[src/rtl/sdq_pkg.sv]
// Shared types for the signal-detect and squelch controller.
// Assumes the lane mode is packed into two bits per lane.
package sdq_pkg;

    typedef enum logic [1:0] {
        LANE_PASS     = 2'b00,
        LANE_SQUELCH  = 2'b01,
        LANE_FORCE_HI = 2'b10
    } lane_mode_e;

endpackage

[src/rtl/sdq_tick_gen.sv]
// Timebase: emits a one-cycle tick every TICK_DIV clocks, counted from reset.
// Assumes TICK_DIV >= 1; TICK_DIV == 1 makes the tick permanently high.
module sdq_tick_gen #(
    parameter int TICK_DIV = 5
) (
    input  logic clk,
    input  logic rst_n,
    output logic tick_o
);

    generate
        if (TICK_DIV == 1) begin : g_every
            assign tick_o = 1'b1;
        end else begin : g_div
            localparam int TW = $clog2(TICK_DIV);
            localparam logic [TW-1:0] LAST = TW'(TICK_DIV - 1);
            logic [TW-1:0] cnt_q;

            // Purpose: free-running divider that wraps at LAST.
            always_ff @(posedge clk) begin
                if (!rst_n)            cnt_q <= '0;
                else if (cnt_q == LAST) cnt_q <= '0;
                else                    cnt_q <= cnt_q + 1'b1;
            end

            assign tick_o = (cnt_q == LAST);

            // ticks are isolated pulses
            a_r2_tick_single: assert property (@(posedge clk) disable iff (!rst_n)
                tick_o |=> !tick_o);
        end
    endgenerate

endmodule

[src/rtl/sdq_lane_qual.sv]
// One lane's qualification filter. The accepted level follows the raw flag
// only after the raw flag has disagreed with it for RISE_TICKS ticks
// (going high) or FALL_TICKS ticks (going low). Agreement clears the count.
// Assumes raw_i is already synchronous to clk.
module sdq_lane_qual #(
    parameter int RISE_TICKS = 17,
    parameter int FALL_TICKS = 19
) (
    input  logic clk,
    input  logic rst_n,
    input  logic tick_i,
    input  logic raw_i,
    output logic det_o
);

    localparam int MAXT = (RISE_TICKS > FALL_TICKS) ? RISE_TICKS : FALL_TICKS;
    localparam int CW   = $clog2(MAXT + 1);
    localparam logic [CW-1:0] RISE_LAST = CW'(RISE_TICKS - 1);
    localparam logic [CW-1:0] FALL_LAST = CW'(FALL_TICKS - 1);

    logic          det_q;
    logic [CW-1:0] cnt_q;
    logic [CW-1:0] last;

    // Purpose: select the window that applies to the pending direction.
    always_comb last = raw_i ? RISE_LAST : FALL_LAST;

    // Purpose: count disagreeing ticks and flip the accepted level at expiry.
    always_ff @(posedge clk) begin
        if (!rst_n) begin
            det_q <= 1'b0;
            cnt_q <= '0;
        end else if (raw_i == det_q) begin
            cnt_q <= '0;
        end else if (tick_i) begin
            if (cnt_q == last) begin
                det_q <= raw_i;
                cnt_q <= '0;
            end else begin
                cnt_q <= cnt_q + 1'b1;
            end
        end
    end

    assign det_o = det_q;

    // the accepted level moves only on a tick
    a_r2_change_on_tick: assert property (@(posedge clk) disable iff (!rst_n)
        !tick_i |=> $stable(det_q));

    // agreement with the raw flag leaves the accepted level alone
    a_r3_agree_holds: assert property (@(posedge clk) disable iff (!rst_n)
        (raw_i == det_q) |=> $stable(det_q));

    // the count never runs past the longer window
    a_r2_cnt_bound: assert property (@(posedge clk) disable iff (!rst_n)
        cnt_q < CW'(MAXT));

endmodule

[src/rtl/sdq_lane_mode.sv]
// Per-lane output mode: forced high beats squelch, squelch applies to a lane
// whose own qualified flag is low. Purely combinational.
module sdq_lane_mode
    import sdq_pkg::*;
#(
    parameter int NUM_CH = 12
) (
    input  logic [NUM_CH-1:0]   det_i,
    input  logic                sq_en_i,
    input  logic                rx_en_i,
    output logic [2*NUM_CH-1:0] mode_o
);

    genvar g;
    generate
        for (g = 0; g < NUM_CH; g++) begin : g_lane
            lane_mode_e m;

            // Purpose: apply the fixed enable priority to this lane.
            always_comb begin
                if (!rx_en_i)                 m = LANE_FORCE_HI;
                else if (sq_en_i && !det_i[g]) m = LANE_SQUELCH;
                else                          m = LANE_PASS;
            end

            assign mode_o[2*g +: 2] = m;

            // the unused code never appears
            always_comb begin
                a_r7_legal_code: assert (m != lane_mode_e'(2'b11));
            end
        end
    endgenerate

endmodule

[src/rtl/sdq_ctrl.sv]
// Top: twelve-lane signal-detect aggregation and squelch control.
// Enables are registered with a reset value of 1 so an undriven enable
// reads as active. Assumes all inputs are synchronous to clk.
module sdq_ctrl
    import sdq_pkg::*;
#(
    parameter int NUM_CH       = 12,
    parameter int TICK_DIV     = 5,
    parameter int ASSERT_TICKS = 17,
    parameter int DEASSERT_TICKS = 19
) (
    input  logic                clk,
    input  logic                rst_n,
    input  logic [NUM_CH-1:0]   lane_det_i,
    input  logic                sd_en_i,
    input  logic                sq_en_i,
    input  logic                rx_en_i,
    output logic                sd_o,
    output logic [2*NUM_CH-1:0] lane_mode_o
);

    logic              tick;
    logic [NUM_CH-1:0] det;
    logic              sd_en_q, sq_en_q, rx_en_q;

    // Purpose: sample the enables; reset makes them active.
    always_ff @(posedge clk) begin
        if (!rst_n) begin
            sd_en_q <= 1'b1;
            sq_en_q <= 1'b1;
            rx_en_q <= 1'b1;
        end else begin
            sd_en_q <= sd_en_i;
            sq_en_q <= sq_en_i;
            rx_en_q <= rx_en_i;
        end
    end

    sdq_tick_gen #(.TICK_DIV(TICK_DIV)) tick_i (
        .clk   (clk),
        .rst_n (rst_n),
        .tick_o(tick)
    );

    genvar g;
    generate
        for (g = 0; g < NUM_CH; g++) begin : g_qual
            sdq_lane_qual #(
                .RISE_TICKS(ASSERT_TICKS),
                .FALL_TICKS(DEASSERT_TICKS)
            ) qual_i (
                .clk   (clk),
                .rst_n (rst_n),
                .tick_i(tick),
                .raw_i (lane_det_i[g]),
                .det_o (det[g])
            );
        end
    endgenerate

    // Purpose: all lanes healthy raises detect; the enable can force it high.
    always_comb sd_o = !sd_en_q || (&det);

    sdq_lane_mode #(.NUM_CH(NUM_CH)) mode_i (
        .det_i  (det),
        .sq_en_i(sq_en_q),
        .rx_en_i(rx_en_q),
        .mode_o (lane_mode_o)
    );

    // Purpose: flag any lane currently squelched, for the checks below.
    logic any_sq;
    always_comb begin
        any_sq = 1'b0;
        for (int i = 0; i < NUM_CH; i++)
            if (lane_mode_o[2*i +: 2] == LANE_SQUELCH) any_sq = 1'b1;
    end

    // detect high means no lane is being squelched
    a_r4_sd_no_squelch: assert property (@(posedge clk) disable iff (!rst_n)
        (sd_o && sd_en_q) |-> !any_sq);

    // a squelched lane keeps detect low while detect is enabled
    a_r5_squelch_drops_sd: assert property (@(posedge clk) disable iff (!rst_n)
        (sd_en_q && any_sq) |-> !sd_o);

    // forced-high lanes never carry squelch
    a_r8_force_no_squelch: assert property (@(posedge clk) disable iff (!rst_n)
        !rx_en_q |-> !any_sq);

endmodule

[config.mk]
export PLATFORM = sky130hd
export DESIGN_NAME = sdq_ctrl
export DESIGN_NICKNAME = d
export VERILOG_FILES = /design/src/rtl/sdq_pkg.sv /design/src/rtl/sdq_tick_gen.sv /design/src/rtl/sdq_lane_qual.sv /design/src/rtl/sdq_lane_mode.sv /design/src/rtl/sdq_ctrl.sv
export SDC_FILE = /design/constraint.sdc
export NUM_CORES = 1
export LEC_CHECK = 0
export BUFFER_PORTS_ARGS = -buffer_cell sky130_fd_sc_hd__buf_4
export CAP_MARGIN = 10
export CORE_ASPECT_RATIO = 1.2
export CORE_MARGIN = 2
export CORE_UTILIZATION = 45
export CTS_BUF_LIST = sky130_fd_sc_hd__clkbuf_4 sky130_fd_sc_hd__clkbuf_8
export DETAILED_ROUTE_END_ITERATION = 6
export PLACE_DENSITY = 0.6
export REMOVE_ABC_BUFFERS = 1
export SLEW_MARGIN = 40
export SYNTH_ARGS = -nofsm -noshare
export SYNTH_HDL_FRONTEND = slang
export SYNTH_SLANG_ARGS = --single-unit
[constraint.sdc]
create_clock -name clk -period 1.9 [get_ports clk]
set_clock_uncertainty 0.2 [all_clocks]
set_input_delay 0.095 -clock clk [delete_from_list [all_inputs] [get_ports clk]]
set_output_delay 0.095 -clock clk [all_outputs]
set_load 0.1 [all_outputs]
**Yosys cells after proc, flatten, opt, wreduce, memory -nomap -nowiden**

Index checks and enable logic that the tools add are counted.

- Add/sub/neg operators: 13
- Multipliers: 0
- Divide/modulo/power cells: 0
- Magnitude comparators: 0
- Equality and inequality tests: 25
- Shift operators: 0
- Multiplexer cells: 48
- Bitwise logic cells: 13
- Reduce and logical (&&, ||, !) cells: 52

Operator list:

| cell | count |
|---|---|
| adder 5 x 1 -> 5 bit (second input constant) | 12 |
| equality test 5 bit | 12 |
| 2-to-1 mux 5 bit | 12 |
| 2-to-1 mux 2 bit | 24 |
| AND reduction 3 bit | 12 |
| OR reduction 2 bit | 13 |
| logical NOT 1 bit | 13 |
| inverter 1 bit | 13 |
| equality test 1 bit | 12 |
| logical AND 1 bit | 12 |
| 2-to-1 mux 1 bit | 12 |
| AND reduction 12 bit | 1 |
| adder 3 x 1 -> 3 bit (second input constant) | 1 |
| equality test 3 bit (second input constant) | 1 |
| logical OR 1 bit | 1 |

- Register bits after elaboration: 78
- Bits in latches: 0
- Bits in writable memories: 0
- Bits in read-only memories: 0
- Input bits: 17
- Output and inout bits: 25
- Word-level logic and storage cells: 179
- Memories: 0

**Depth between registers and ports, before layout**

Gate-level depths: netlist of run 1.

- Depth in word-level cells: 4
- Mapped depth: 8
- Mapped depth without buffers: 6

**Hierarchy**

A second synthesis of run 1 with hierarchy kept.

- Cell total of the unflattened synthesis: 422
- Area total of the unflattened synthesis: 3942.5 um2

Modules (own cells, without submodules):

| module | times used | cells each | area each (um2) |
|---|---|---|---|
| sdq_lane_qual | 12 | 31 | 290.3 |
| sdq_lane_mode | 1 | 26 | 217.7 |
| sdq_tick_gen | 1 | 14 | 136.4 |
| sdq_ctrl | 1 | 10 | 105.1 |

**Worst setup path before layout of run 1**

OpenSTA, ideal clock, no wires.

- Path type: register -> output
- Start point: reg g_qual[10].qual_i.det_q
- End point: out sd_o
- Arrival time: 2756 ps
- Data required time: 1605 ps
- Path slack: -1151 ps
- Stages on the path, launching flop included: 3
- Buffers on the path: 0
- Cells stage by stage: dfxtp_1 > nand4_1 > o31ai_1

- Word-level cells in the longest chain between the ends: 2

RTL lines:

| element | line | RTL |
|---|---|---|
| start, declared | sdq_lane_qual.sv:21 | `logic det_q;` |
| start signal, assigned | sdq_lane_qual.sv:37 | `det_q <= raw_i;` |
| AND reduction 12 bit | sdq_ctrl.sv:62 | `always_comb sd_o = !sd_en_q \|\| (&det);` |
| logical OR 1 bit | sdq_ctrl.sv:62 |  |
| end, declared | sdq_ctrl.sv:18 | `output logic sd_o,` |

No other way between the ends.

**Final worst setup path of run 1**

- Start point: reg g_qual[5].qual_i.det_q
- End point: out sd_o

- Word-level cells in the longest chain between the ends: 2

RTL lines:

| element | line |
|---|---|
| start, declared | sdq_lane_qual.sv:21 |
| start signal, assigned | sdq_lane_qual.sv:37 |
| AND reduction 12 bit | sdq_ctrl.sv:62 |
| logical OR 1 bit | sdq_ctrl.sv:62 |

No other way between the ends.

==> results of run 1 <==
-- power by group --
part	internal [W]	total, W	leakage [nW]	switching (W)
clock network	0.000583	0.00115	0.0988	0.000570
registers	0.00165	0.00166	0.632	0.0000141
logic	0.000160	0.000562	1.04	0.000401
-- repair_timing --
| action | CTS | global route |
|---|---|---|
| endpoints found under the hold margin | 59 | 0 |
| hold buffers | 19 | 0 |
| pin swaps | 0 | 2 |
| setup endpoints to repair | 4 | 25 |
| buffers inserted | 0 | 0 |
| gates resized for setup | 4 | 8 |
-- worst max-delay path, stage by stage (launching register included) --
cell and delay, ns:
dfxtp_1 0.45, nand4_1 0.16, o31ai_2 0.25, clkbuf_8 0.28
-- state kept, by name, indices dropped and copies added, names as in the netlist --
register / count
g_qual.qual_i.cnt_q: 60
g_qual.qual_i.det_o: 12
rx_en_q: 1
sd_en_q: 1
sq_en_q: 1
tick_i.g_div.cnt_q: 3
-- area by class of cell --
cell class                 count  share of cell area (%)
timing repair buffer          66                   12.13
clock buffer                  15                   3.675
multi-input combinational    347                   47.06
sequential                    78                   32.86
inverter                      14                   1.102
clock inverter                 1                  0.1050
tap                          117                   3.071
-- metal layers --
| metal | global-route usage, % | vias up | wire, µm |
|---|---|---|---|
| met4 | 6.703 | 0 | 119 |
| met5 | 0 | - | 0 |
| li1 | - | 1693 | - |
| met3 | 4.762 | 7 | 306 |
| met1 | 20.06 | 1516 | 3712 |
| met2 | 30.08 | 49 | 3657 |
-- synthesized netlist by cell type, types with 13 or more instances --
cell type  number
xor2_1         47
inv_1          14
dfxtp_1        78
a21oi_1        17
xnor2_1        22
nor3_1         36
and2_1         13
nand2_1        28
o21ai_0        23
nor2_1         71
nand4_1        26
buf_4          13
ha_1           14
-- per-stage QoR --
stage	worst slack [ns]	area, µm²	hold WS [ns]
2_1_floorplan	-5.450	3839	-0.03196
3_3_place_gp	0.1723	4364	0.07724
3_5_place_dp	0.1089	4364	0.08213
4_1_cts	0.009039	4741	0.3152
5_1_grt	0.02493	4767	0.3340
6_report	0.1228	4767	0.3102
-- cells by family after synthesis --
logic type               Yosys count  share of synthesized area (%)
AO/OA/AOI/OAI                     65                          9.382
XOR/XNOR                          69                          15.00
adder cells (fa/ha/maj)           14                          4.349
buffers and inverters             40                          5.995
flip-flops                        78                          38.77
AND/OR/NAND/NOR                  199                          26.50
-- worst max-delay path by stage --
stage	startpoint	to	cells after the start
floorplan	rx_en_q	lane_mode_o[11]	1
global placement	tick_i.g_div.cnt_q[0]	g_qual[11].qual_i.cnt_q[1]	7
detailed placement	tick_i.g_div.cnt_q[0]	g_qual[11].qual_i.cnt_q[1]	7
CTS	g_qual[0].qual_i.det_o	sd_o	3
global route	tick_i.g_div.cnt_q[0]	g_qual[0].qual_i.cnt_q[2]	7
finish	g_qual[5].qual_i.det_o	sd_o	3
==> results.md, run 1 <==
Cells and area:
- Of the cells placed in the final design, the portion with a size suffix greater than 1 is 18.04%.
- The filler cell count is 793.
- The library cell used most frequently in the layout, excluding fill and tap cells, is dfxtp_1.
- The count of placed standard cells in the final layout, fillers left out is 638.
- The area taken by flip-flops and latches is roughly 1600 µm².
- The final cell utilization of the core is between 50% and 60%.
- The number of nets in the finished design is 547.
- Compared with the post-synthesis result, the final layout area differs by 18.36%.
- The total inserted antenna cells is 0.
- Summing all multi-input logic gate instances after layout gives between 2000 and 2500 µm².
- In the layout the commonest cells are 74 x dfxtp_1, 71 x nor2_1, 47 x xor2_1.

Route:
- Across all layers, the routed design uses between 3,000 and 4,000 vias.
- The final layout contains routed wiring with a total length of ~8000 µm.
- The routed via count divided by cell count is 5.118.
- The routed length per instance is 12.22 µm.
- For this run, design rule violations remaining after detail routing come to 0.
- Before antenna repair, the detailed router went through 4 iterations.
- Once detail routing completed, the nets flagged for antenna violations numbered 0.
- The number of DRC markers after the initial detailed-route iteration is 150.

Yosys:
- The Yosys step of the flow raised 0 warnings.
- The mapped netlist covers 4028 µm².
- The dominant synthesized flop cell is dfxtp_1.
- Each instance of the synthesized netlist takes up on average approximately 8.7 µm².
- After technology mapping, the gate count stands at approximately 470.
- The count of flip-flops with a built-in enable after synthesis is 0.
- The largest area contributor in the synthesized netlist is dfxtp_1.
- After synthesis the netlist holds a flip-flop and latch count of a little under 80.
- The fraction of registers with async set or reset after synthesis is 0%.
- The number of distinct library cells after synthesis is 32.
- The share of synthesized area in the top cell type comes to between 30% and 40%.
- In the post-synthesis netlist, the biggest area contributors are dfxtp_1 39%, xor2_1 10%, nor2_1 6.6%.
- The part of the Yosys area used for sequential elements is about two fifths.

GRT:
- For this run, the total global-route usage over all layers was measured as between 10% and 20%.
- The number of global-route vias before repair is between 3,000 and 4,000.
- The number of antenna violations at the first check in global routing is 0.
- The final global-route overflow total is 0.
- Entering global routing, the biggest net connects 31 pins.
- The first global-routing pass estimated 13,620 µm of wire.

Die:
- The die area is 9726 µm².
- In this run the standard cell core region covers roughly 8700 µm².
- The number of placed I/O pins is 42.
- The starting utilization of the core area is between 40% and 50%.
- Measured along the x axis, the die boundary spans 90.36 µm.
- In this run the vertical extent of the chip is roughly 110 µm.
- Row generation in the floorplan step produced 37 rows.

Clocking:
- The clock input transition at the sequential cells of the worst setup and hold paths is ~0.070 ns.
- The library cell used as clock root buffer is clkbuf_8.
- The CTS buffer count is 9.
- The H-tree generated during clock tree synthesis spans 3 levels.
- The worst-case clock buffer depth is 2.
- TritonCTS built the clock tree.
- The later pin in the worst-skew pair is clocked with a latency of between 0.3 and 0.4 ns.
- The sink count of the clock tree is a little under 80.

Timing:
- In the final timing run, aggregate negative setup slack is 0 ns.
- The highest achievable clock rate is ~560 MHz.
- The number of setup violations in the final report is 0.
- The relative slew slack is roughly three quarters.
- The final hold violation count is 0.
- Dividing the final minimum period by the clock period gives between 90 and 100%.
- The measured slew at the worst slew-check pin is approximately 0.36 ns.
- Setup repair after global routing left no endpoint under its margin.
- The number of max-slew violations in the final report came to 0.
- The clock period minus worst slack is approximately 1.8 ns.

Placed design:
- Routability-driven placement finished with a final weighted congestion of ~0.79.
- Input and output buffers added on the ports amount to 41.
- The HPWL reported at the end of detailed placement is 5448 µm.
- The cell count after placement is between 600 and 700.

Pwr:
- Power comes to 0.003377 W.
- In this run the power density over the cells is around 700 nW/µm².
- For this design the static power due to leakage is between 1.5 and 2 nW.
- Across the VDD grid, the largest voltage drop is 0.3517 mV.

Flow run:
- The max capacitance violation total is 0.

Setup path:
- In this run the worst path has a maximum fanout of 5.
- The path depth of the worst reg2reg path is 7.
- STA puts the critical path data required time at roughly 1.6 ns.
- Data on the critical path arrives at its endpoint at between 1 and 1.5 ns.
- The critical path capture point type is a primary output.
- The reg-to-reg critical path endpoint is g_qual[0].qual_i.cnt_q[2].
- By startpoint and endpoint, the worst setup path is classified as register to primary output.
- The startpoint kind of the worst setup timing path is a register.
- The worst register-to-register path has a setup slack of about 0.14 ns.
- The startpoint identified for the worst register-to-register timing path is tick_i.g_div.cnt_q[0].

Status:
- The run finished with clean final reports.

Min path:
- The worst hold path cell count is 2.
- The hold path startpoint is g_qual[9].qual_i.cnt_q[4].
- For hold timing, the worst endpoint is g_qual[9].qual_i.cnt_q[4].
- The path category of the worst min-delay check is register to register.
No activity file was read; power rests on OpenSTA's default activity.
==> run 2: changes to the inputs <==
- CORE_ASPECT_RATIO: 1.2 -> 2
- SLEW_MARGIN: 40 -> 20
- SYNTH_HIERARCHICAL: not set -> 1
==> run 2 against run 1 <==
Effect of this change:
- clock-buffer cell count shrank 4
- synthesized cell count shrank 9.2%
- die area shrank 1.6%
- sequential power is 4% higher
- wire length grew 9.4%
- worst hold slack better by 0.025 ns
- critical path depth up 5
- sequential share of layout area down 2.4 points
- total power increased by 17%
- clock power grew 30%
- critical path type is now register to register
==> results.md, run 2 <==
Die:
- The die area was 9571 µm² (-1.6%).
- The standard cell core area is 8588 µm² (-0.79%).
- The chip width is 70.19 µm (-22%).
- The number of placed I/O pins was 42 (unchanged).
- The die span in y is 136.4 µm (+27%).
- The starting utilization of the core area came to 45.91% (-0.62 points).
- The number of cell rows is 48 (+30%).

Clocking:
- The clock input transition at the sequential cells of the worst setup and hold paths is 0.08 ns (about the same).
- The sink count of the clock tree was 78 (unchanged).
- The depth of the CTS H-tree is 3 (unchanged).
- The worst-case clock buffer depth is 2 (unchanged).
- The latest clock arrival within the worst-skew pair was 0.35 ns (about the same).
- The library cell used as clock root buffer is clkbuf_8.
- The CTS buffer count is 9 (unchanged).
- TritonCTS built the clock tree.

Setup path:
- The critical path arrival came to 1.94 ns (+0.46 ns).
- The slack of the worst reg-to-reg path came to 0.02 ns (-0.12 ns).
- The path depth of the worst reg2reg path was 8 (+1).
- The maximum fanout encountered on the critical timing path is 5 (unchanged).
- The most critical setup path has its startpoint at tick_i/g_div.cnt_q[0].
- The standard cell with the maximum stage delay on the critical path is or4b_1.
- The biggest cell delay along the critical path came to 0.49 ns (+0.04 ns).
- By startpoint and endpoint, the worst setup path is classified as register to register.
- The capture point of the worst path is g_qual[5].qual_i/det_o.
- STA classifies the critical path startpoint as a register.
- The required time at the worst-slack endpoint is 1.97 ns (+0.37 ns).
- The reg-to-reg critical path endpoint is g_qual[5].qual_i/det_o.
- Traced cell by cell, the critical path runs through inv_2, ha_4, nand2_4, inv_8, clkbuf_16, nand4bb_1, or4b_1, a31oi_1.
- The beginning of the worst register-to-register path is tick_i/g_div.cnt_q[0].
- The critical path capture point type is a register.

Yosys:
- The biggest area contributor in the post-synthesis netlist is dfxtp_1.
- The warning count from the yosys run is 6 (+6).
- Ranked by total cell area, the synthesized netlist is headed by dfxtp_1 40%, xor2_1 11%, nor3_1 9.1%.
- The count of flip-flops with a built-in enable after synthesis is 0 (unchanged).
- The count of mapped cells out of synthesis was 422 (-9.2%).
- The number of distinct library cells after synthesis came to 22 (-31%).
- The mean cell area of the mapped netlist is 9.342 µm² (+7.9%).
- The area share of the largest cell type after synthesis was 39.61% (+0.84 points).
- The part of the Yosys area used for sequential elements is 39.61% (+0.84 points).
- The dominant synthesized flop cell is dfxtp_1.
- The flip-flop and latch count after synthesis is 78 (unchanged).
- In the synthesized netlist, the cells that appear most often are 78 x dfxtp_1, 72 x nor3_1, 48 x xor2_1.
- The fraction of registers with async set or reset after synthesis is 0% (unchanged).
- The post-synthesis instance area was 3943 µm² (-2.1%).
- Among all cell types in the netlist, the one instantiated most often is dfxtp_1.

Min path:
- The path category of the worst min-delay check is register to register.

Cells and area:
- The register with the most flip-flops in the final layout is g_qual.qual_i/cnt_q.
- The fraction of final layout cells sized beyond drive strength 1 is 20.35% (+2.3 points).
- Compared with the post-synthesis result, the final layout area differs by 30.34%.
- The filler cell count is 746 (-5.9%).
- The number of nets in the finished design is 543 (-0.73%).
- The number of flip-flops in the largest register came to 60 (unchanged).
- The library cell used most frequently in the layout, excluding fill and tap cells, is dfxtp_1.
- The total inserted antenna cells came to 0 (unchanged).
- In the layout the commonest cells are 75 x dfxtp_1, 72 x nor3_1, 66 x buf_4.
- The final cell utilization of the core came to 59.83% (+4.8 points).
- The count of placed standard cells in the final layout, fillers left out is 616 (-3.4%).

GRT:
- The met2 track utilization from global routing is 32.86% (+2.8 points).
- The global-route wire length before repair came to 13,810 µm (+1.4%).
- The fraction of met1 tracks used by global routing is 19.10% (-0.96 points).
- The number of global-route vias before repair is 3,188 (+0.50%).
- The pin count of the biggest net entering global routing was 32 (+3.2%).
- The final global-route overflow total is 0 (unchanged).
- The number of antenna violations at the first check in global routing is 0 (unchanged).
- The total global-route track usage is 17.99% (+0.77 points).
- The layer flagged by global routing as most heavily used is met2.
- The met3 capacity usage during global routing is 4.374% (-0.39 points).

Placed design:
- The cell count after placement came to 574 (-4.8%).
- The last weighted congestion value of the routability-driven placer is 0.8085 (+2.5%).
- The number of buffers inserted by port buffering is 41 (unchanged).
- The HPWL reported at the end of detailed placement is 6010 µm (+10%).
- The worst slack at placement was -0.03799 ns (-0.1469 ns).

Timing:
- The number of setup violations in the final report is 0 (unchanged).
- Setup repair after global routing could not meet its margin everywhere.
- The number of max-slew violations in the final report came to 0 (unchanged).
- The final-layout worst hold slack is 0.3348 ns (+0.02461 ns).
- The relative slew slack is 77.09% (+0.91 points).
- The clock period minus worst slack is 1.877 ns (+0.09959 ns).
- The final hold violation count came to 0 (unchanged).
- The post-route clock period utilization is 98.78% (+5.2 points).
- The worst setup margin is 0.02323 ns (-0.09959 ns).
- The measured slew at the worst slew-check pin is 0.3436 ns (-0.01278 ns).
- The highest achievable clock rate is 532.8 MHz (-5.3%).

Route:
- The post-route DRC violation count is 0 (unchanged).
- The count of TritonRoute iterations in the first routing pass is 4 (unchanged).
- The routed length per instance is 13.84 µm (+13%).
- The total length of routed wires is 8525 µm (+9.4%).
- The number of DRC markers after the initial detailed-route iteration is 126 (-16%).
- The routed via count divided by cell count is 5.416 (+5.8%).
- The total via count in the routed design was 3,336 (+2.2%).
- The number of routed nets with antenna violations is 0 (unchanged).

Status:
- The run finished with clean final reports.

Flow run:
- The max capacitance violation total is 0 (unchanged).

Pwr:
- The total design power came to 0.003959 W (+17%).
- The power per cell area was 770.4 nW/µm² (+8.7%).
- The cell leakage power is 1.942 nW (+10%).
- The maximum ir drop on the vdd rail was 0.5880 mV (+67%).
run 2: cell types whose count changed in the layout (fill, tap and decap cells not counted), sizes merged, moves of 10 or more:
cell	previous run	this run
inv	14	28
and2	13	0
nor2	71	0
nand4bb	0	12
nor4b	12	0
o21ai	34	24
mux2i	0	12
and3b	0	12
buf	46	69
nor3	36	72
a21oi	18	0
or4b	0	12
run 2: power by group:
group / leakage, nW / switching [W] / total [W] / internal, W
registers: 0.632 / 0.0000498 / 0.00172 / 0.00167
clock network: 0.123 / 0.000576 / 0.00149 / 0.000914
logic: 1.19 / 0.000509 / 0.000746 / 0.000237
total: 1.94 / 0.00114 / 0.00396 / 0.00282
run 2: stage by stage:
step	TNS (ns)	cell area, µm²
floorplan	-148.25	3837
global placement	0	4476
detailed placement	-0.2096	4476
CTS	-0.01052	4994
global route	-0.3915	5139
finish	0	5139
run 2: worst min-delay path by stage:
stage / from / end / slack, ns / depth (start not counted)
after CTS: tick_i/g_div.cnt_q[2] / tick_i/g_div.cnt_q[2] / 0.31 / 2
final: tick_i/g_div.cnt_q[2] / tick_i/g_div.cnt_q[2] / 0.33 / 2
after detailed placement: rx_en_i / rx_en_q / 0.08 / 2
after floorplan: rst_n / rx_en_q / -0.03 / 1
after global placement: rx_en_i / rx_en_q / 0.08 / 2
after global routing: g_qual[5].qual_i/det_o / g_qual[5].qual_i/det_o / 0.36 / 2
run 2: per-layer routing:
metal	vias to the layer above	share of wire [%]
met5	-	0
met4	0	2.2
li1	1705	-
met3	12	2.8
met1	1567	43
met2	52	52
run 2: critical path: cells and delay by family (launching register included):
| kind | cells | cell delay (ns) |
|---|---|---|
| AO/OA/AOI/OAI | 1 | 0.13 |
| adder cells (fa/ha/maj) | 1 | 0.14 |
| AND/OR/NAND/NOR | 3 | 0.70 |
| buffers and inverters | 3 | 0.30 |
| flip-flops | 1 | 0.33 |
run 2: timing repair:
item / CTS / global route
hold endpoints to repair: 78 / 0
endpoints found under the setup margin: 16 / 32
gates cloned: 2 / 1
setup buffers: 2 / 3
gates resized for setup: 3 / 15
pin swaps: 1 / 3
hold buffers: 19 / 0
run 2: layout make-up:
cell class	count	area (µm²)	share of cell area, %
clock buffers	11	145.1	2.824
multi-input cells	303	2261	44.00
well taps	100	125.1	2.435
inverters	28	112.6	2.191
clock inverters	4	95.09	1.850
flip-flops and latches	78	1565	30.46
repair buffers	92	834.6	16.24
run 2: cell families after synthesis:
family | after synthesis | share of synthesized area, %
AO/OA/AOI/OAI | 38 | 5.459
AND/OR/NAND/NOR | 167 | 26.12
XOR/XNOR | 72 | 15.99
buffers and inverters | 41 | 5.332
flip-flops | 78 | 39.61
adder cells (fa/ha/maj) | 14 | 4.443
multiplexers | 12 | 3.047
